<file path="src/rtl/clkdiv_pkg.sv">
package clkdiv_pkg;
    localparam int NUM_DIV = 7;
    localparam int VAL_W   = 3;
    localparam int ID_W    = 3;

    typedef logic [VAL_W-1:0] div_val_t;

    typedef enum logic [ID_W-1:0] {
        DIV_VGA      = 3'd0,
        DIV_PIC      = 3'd1,
        DIV_TVENC    = 3'd2,
        DIV_HDMI_PIX = 3'd3,
        DIV_HDMI     = 3'd4,
        DIV_IFACE    = 3'd5,
        DIV_LAYER    = 3'd6
    } div_id_e;

    typedef struct packed {
        logic           we;
        logic [ID_W-1:0] id;
        div_val_t       val;
    } fld_wr_t;

    function automatic logic id_known(input logic [ID_W-1:0] id);
        return int'(id) < NUM_DIV;
    endfunction
endpackage

</file>
<file path="src/rtl/clkdiv_stage.sv">
module clkdiv_stage
    import clkdiv_pkg::*;
(
    input  logic                          clk,
    input  logic                          rst,
    input  fld_wr_t                       wr,
    input  logic                          upd_we,
    input  logic                          upd_val,
    output logic [NUM_DIV-1:0][VAL_W-1:0] staged,
    output logic                          commit
);
    logic flag_q;

    assign commit = upd_we && upd_val && !flag_q;

    always_ff @(posedge clk) begin
        if (rst) begin
            flag_q <= 1'b0;
        end else if (upd_we) begin
            flag_q <= upd_val;
        end
    end

    always_ff @(posedge clk) begin
        if (rst) begin
            staged <= '0;
        end else if (wr.we && id_known(wr.id)) begin
            staged[wr.id] <= wr.val;
        end
    end

    AST_UNKNOWN_ID_IGNORED: assert property (@(posedge clk) disable iff (rst)
        (wr.we && !id_known(wr.id)) |=> $stable(staged));

    AST_NO_REPEAT_COMMIT: assert property (@(posedge clk) disable iff (rst)
        (upd_we && upd_val) |=> !commit);
endmodule

</file>
<file path="src/rtl/clkdiv_cell.sv">
module clkdiv_cell
    import clkdiv_pkg::*;
(
    input  logic     clk,
    input  logic     rst,
    input  logic     src_ce,
    input  logic     commit,
    input  div_val_t staged_val,
    output logic     ce_out
);
    div_val_t live_q;
    div_val_t cnt_q;
    logic     wrap;

    assign wrap   = (cnt_q == live_q);
    assign ce_out = src_ce && wrap;

    always_ff @(posedge clk) begin
        if (rst) begin
            live_q <= '0;
            cnt_q  <= '0;
        end else if (commit) begin
            live_q <= staged_val;
            cnt_q  <= '0;
        end else if (src_ce) begin
            cnt_q <= wrap ? '0 : cnt_q + 1'b1;
        end
    end

    AST_CNT_BOUND: assert property (@(posedge clk) disable iff (rst)
        cnt_q <= live_q);

    AST_ZERO_PASS: assert property (@(posedge clk) disable iff (rst)
        (live_q == '0 && src_ce) |-> ce_out);

    AST_RESTART: assert property (@(posedge clk) disable iff (rst)
        commit |=> (cnt_q == '0));

    AST_HOLD_LIVE: assert property (@(posedge clk) disable iff (rst)
        !commit |=> $stable(live_q));
endmodule

</file>
<file path="src/rtl/clkdiv_bank.sv">
module clkdiv_bank
    import clkdiv_pkg::*;
(
    input  logic               clk,
    input  logic               rst,
    input  logic               src_ce,
    input  logic               fld_we,
    input  logic [ID_W-1:0]    fld_id,
    input  logic [VAL_W-1:0]   fld_val,
    input  logic               upd_we,
    input  logic               upd_val,
    output logic [NUM_DIV-1:0] div_ce
);
    fld_wr_t                       wr;
    logic [NUM_DIV-1:0][VAL_W-1:0] staged;
    logic                          commit;

    assign wr = '{we: fld_we, id: fld_id, val: fld_val};

    clkdiv_stage u_stage (
        .clk     (clk),
        .rst     (rst),
        .wr      (wr),
        .upd_we  (upd_we),
        .upd_val (upd_val),
        .staged  (staged),
        .commit  (commit)
    );

    for (genvar i = 0; i < NUM_DIV; i++) begin : g_div
        clkdiv_cell u_cell (
            .clk        (clk),
            .rst        (rst),
            .src_ce     (src_ce),
            .commit     (commit),
            .staged_val (staged[i]),
            .ce_out     (div_ce[i])
        );
    end

    AST_GATED_BY_SRC: assert property (@(posedge clk) disable iff (rst)
        !src_ce |-> (div_ce == '0));
endmodule

</file>
<file path="config.mk">
export PLATFORM = sky130hd
export DESIGN_NAME = clkdiv_bank
export DESIGN_NICKNAME = d
export VERILOG_FILES = /design/src/rtl/clkdiv_pkg.sv /design/src/rtl/clkdiv_stage.sv /design/src/rtl/clkdiv_cell.sv /design/src/rtl/clkdiv_bank.sv
export SDC_FILE = /design/constraint.sdc
export NUM_CORES = 1
export LEC_CHECK = 0
export ABC_AREA = 1
export BUFFER_PORTS_ARGS = -buffer_cell sky130_fd_sc_hd__buf_2
export CORE_UTILIZATION = 67
export CTS_BUF_LIST = sky130_fd_sc_hd__clkbuf_4 sky130_fd_sc_hd__clkbuf_8
export CTS_CLUSTER_DIAMETER = 40
export DETAILED_ROUTE_END_ITERATION = 16
export GPL_TIMING_DRIVEN = 0
export PLACE_DENSITY_LB_ADDON = 0.12
export SLEW_MARGIN = 20
export SYNTH_ARGS = -nofsm -noshare
export SYNTH_HDL_FRONTEND = slang
export SYNTH_SLANG_ARGS = --single-unit
</file>
<file path="constraint.sdc">
create_clock -name clk -period 2.7 [get_ports clk]
set_input_delay 0.54 -clock clk [delete_from_list [all_inputs] [get_ports clk]]
set_output_delay 0.54 -clock clk [all_outputs]
set_load 0.05 [all_outputs]
</file>
==> summary.txt <==
Routing
  • Vias per std cell: 4.93
  • Post-DRT Antenna Nets: 0
  • Drt drc: 0
  • Via count: 2601
  • Iter 0 DRT Violations: approximately 130
  • Final WL: 6020 µm
  • Wire per inst: approximately 11 µm
  • DR pass1 iterations: 4

Clock tree
  • Clock Pin Slew Worst Setup and Hold Paths: 0.07 ns
  • Clk buf depth: 2
  • Clock Latency Late Sink: roughly 0.34 ns
  • CTS resizes: 0
  • H-tree Lvls: 3
  • Root cell of the clock tree: clkbuf_8
  • Hold_buf cts: 0
  • CTS tree: done
  • Setup Buffers After CTS: 0
  • Num CTS Buffers: 9
  • Clk sink count: 64

Pwr
  • P_sw: 555 µW
  • Combinational share of power: 0.105
  • Int Power: roughly 1600 µW
  • Max VDD drop: slightly below 700 µV
  • Pwr per Cell Area: ~620 nW/µm²
  • Clk pwr share: 0.431
  • Overall power consumption: around 2100 µW
  • Sw Ratio: 0.262
  • Leakage Power: 0.00144 µW
  • Seq pwr share: 0.464

Worst setup path
  • Cell chain of the critical path: buf_2, buf_4, nand2_1, nor2_1, nand2_1, inv_1, buf_4, buf_2
  • CP required: 2.16 ns
  • CP max FO: 10
  • Arr. time, crit path: 1.51 ns
  • Slowest cell on crit path: buf_2
  • CP Capture Type: primary output
  • Startpoint types: primary input
  • Setup CP Type: in2out
  • CP Depth: 8
  • Crit path buffers/inverters: 5
  • R2R depth: 4
  • Max stage delay on crit path: about 0.24 ns
  • CP top delay family: buffers and inverters

Synth
  • Yosys cell types: 18
  • Leading area contributor after synthesis: dfxtp_1
  • Synth top area share: 0.422
  • Mapped Area: 3040 µm²
  • Top post-synthesis cells by area: dfxtp_1, nand2_1, inv_1, a21oi_1, nor2_1
  • Ys Warns: 0
  • Sequential area share after synthesis: 0.422
  • Syn avg cell area: 6.85 µm²
  • Seq cells post-synth: 64
  • Synth Instances: 443
  • Synthesized net count: 462

Timing
  • Total Neg Setup Slack: 0 ns
  • Final setup vio count: 0
  • Worst Skew: 0.00531 ns
  • Slew Limit Headroom: 0.692
  • Hold Fails Final Rpt: 0
  • Slew Viols, Final: 0
  • Fin crit period: 2.05 ns
  • RSZ-0062 raised after global routing: false
  • Actual slew at the worst max-slew pin: between 0.4 and 0.5 ns
  • Final period util: 0.760
  • Final WS setup: between 0.6 and 0.7 ns
  • Fmax achieved: 488 MHz

Floorplan
  • Die extent in y: roughly 69 µm
  • Number of core rows: 24
  • Die W: 69.3 µm
  • Initial core utilization: 0.697
  • Core Footprint: 4350 µm²
  • Die ar.: roughly 4800 µm²
  • Ports: 19

Placed design
  • Setup WS pre-CTS: ~0.65 ns
  • DP Area: around 3200 µm²
  • Routability cong.: between 0.7 and 0.8
  • IO buf count: 17
  • Placed wire-length estimate: 4280 µm

Final layout
  • Fin area: 3410 µm²
  • Multi-input gate area: about 1400 µm²
  • Register Area: approximately 1300 µm²
  • Final net count: 490
  • # diodes: 0
  • Layout cell share with drive strength beyond 1: 0.130
  • Filler cells: 317
  • Area Overhead vs Synth: 12.2%

Min path
  • WHS Path Cells: 2
  • Class of the worst hold path: reg2reg

Global routing
  • Initial antenna violation count: 0
  • Largest net degree at the start of global routing: 13
  • Vias in the first global route: 2328
  • First-pass GRT wire length: 10500 µm
  • Total grt overflow: 0
  • Gr usage total: 0.278

Status
  • Status: finished clean

Run
  • Max Cap Viol: 0
-- power groups by stage --
stage / Clock [µW] / Combinational [µW] / Sequential, µW
final: 912 / 222 / 982
after floorplan: 0 / 173 / 999
after global routing: 962 / 247 / 984
after global placement: 0 / 216 / 1000
after CTS: 920 / 223 / 982
after detailed placement: 0 / 222 / 1000
-- worst register-to-register path, stage by stage, from the launching register on --
cell and delay, ns:
dfxtp_1 0.38, nor2_4 0.08, nor2_4 0.25, nand2_1 0.16
nor2_1 0.12
-- routing by layer --
layer  track usage  wire length (µm)  vias up
met2         0.447              2840       53
met4         0.109                87        0
li1              -                 -     1379
met1         0.360              2870     1159
met5             0                 0        -
met3        0.0669               214       10
-- Yosys cell counts --
master	count
inv_2	1
mux2i_1	4
inv_1	60
xor2_1	7
nand2_2	1
buf_2	4
nor2_1	51
dfxtp_1	64
xnor2_1	7
nand4_1	1
ha_1	7
buf_4	10
a21oi_1	39
clkbuf_1	1
buf_6	4
a21oi_2	7
nor2_4	2
nand2_1	173
-- cell usage in the layout (no fill, tap or decap) --
| cell type | Yosys | layout |
|---|---|---|
| clkinvlp_4 | 0 | 3 |
| nor2_1 | 51 | 51 |
| clkbuf_8 | 0 | 9 |
| a21oi_1 | 39 | 39 |
| dfxtp_1 | 64 | 64 |
| nor2_4 | 2 | 2 |
| mux2i_1 | 4 | 4 |
| ha_1 | 7 | 7 |
| buf_2 | 4 | 21 |
| buf_4 | 10 | 10 |
| inv_1 | 60 | 60 |
| nand2_1 | 173 | 173 |
| clkbuf_1 | 1 | 1 |
| buf_6 | 4 | 4 |
| clkinv_2 | 0 | 1 |
| xor2_1 | 7 | 7 |
| clkinv_4 | 0 | 1 |
| xnor2_1 | 7 | 7 |
| nand2_2 | 1 | 1 |
| a21oi_2 | 7 | 7 |
| inv_2 | 1 | 1 |
| nand4_1 | 1 | 1 |
| bufinv_16 | 0 | 2 |
-- metrics by stage --
step	cells	util	hold slack, ns
2_1_floorplan	443	-	0.439
3_3_place_gp	512	0.732	0.448
3_5_place_dp	512	0.732	0.454
4_1_cts	528	0.782	0.460
5_1_grt	528	0.782	0.475
6_report	528	0.782	0.464
-- area by class of cell --
cell class / count / share of cell area
Clock buffer: 9 / 0.0364
Clock inverter: 7 / 0.0283
Tap cell: 52 / 0.0191
Multi-Input combinational cell: 299 / 0.406
Inverter: 61 / 0.0672
Sequential cell: 64 / 0.376
Buffer: 19 / 0.0422
Timing Repair Buffer: 17 / 0.0250
-- flip-flops by register name, indices dropped and copies added, names as in the netlist --
name and flops:
g_div.u_cell.cnt_q 21, u_stage.flag_q 1, u_stage.staged 21, g_div.u_cell.live_q 21
-- final timing paths --
kind                                                 from                         to  slack, ns
worst max register to register             u_stage.flag_q   g_div[1].u_cell.cnt_q[1]       1.65
worst min-delay path            g_div[1].u_cell.live_q[0]  g_div[1].u_cell.live_q[0]       0.46
worst max-delay path                               src_ce                  div_ce[4]       0.65
worst min register to register  g_div[1].u_cell.live_q[0]  g_div[1].u_cell.live_q[0]       0.46
-- cell families after synthesis --
group | Yosys count | share of synthesized area
flip-flops | 64 | 0.422
multiplexers | 4 | 0.0132
XOR/XNOR | 14 | 0.0404
AND/OR/NAND/NOR | 228 | 0.288
AO/OA/AOI/OAI | 46 | 0.0845
buffers and inverters | 80 | 0.123
adder cells (fa/ha/maj) | 7 | 0.0288
Power figures use the tool's default switching activity.
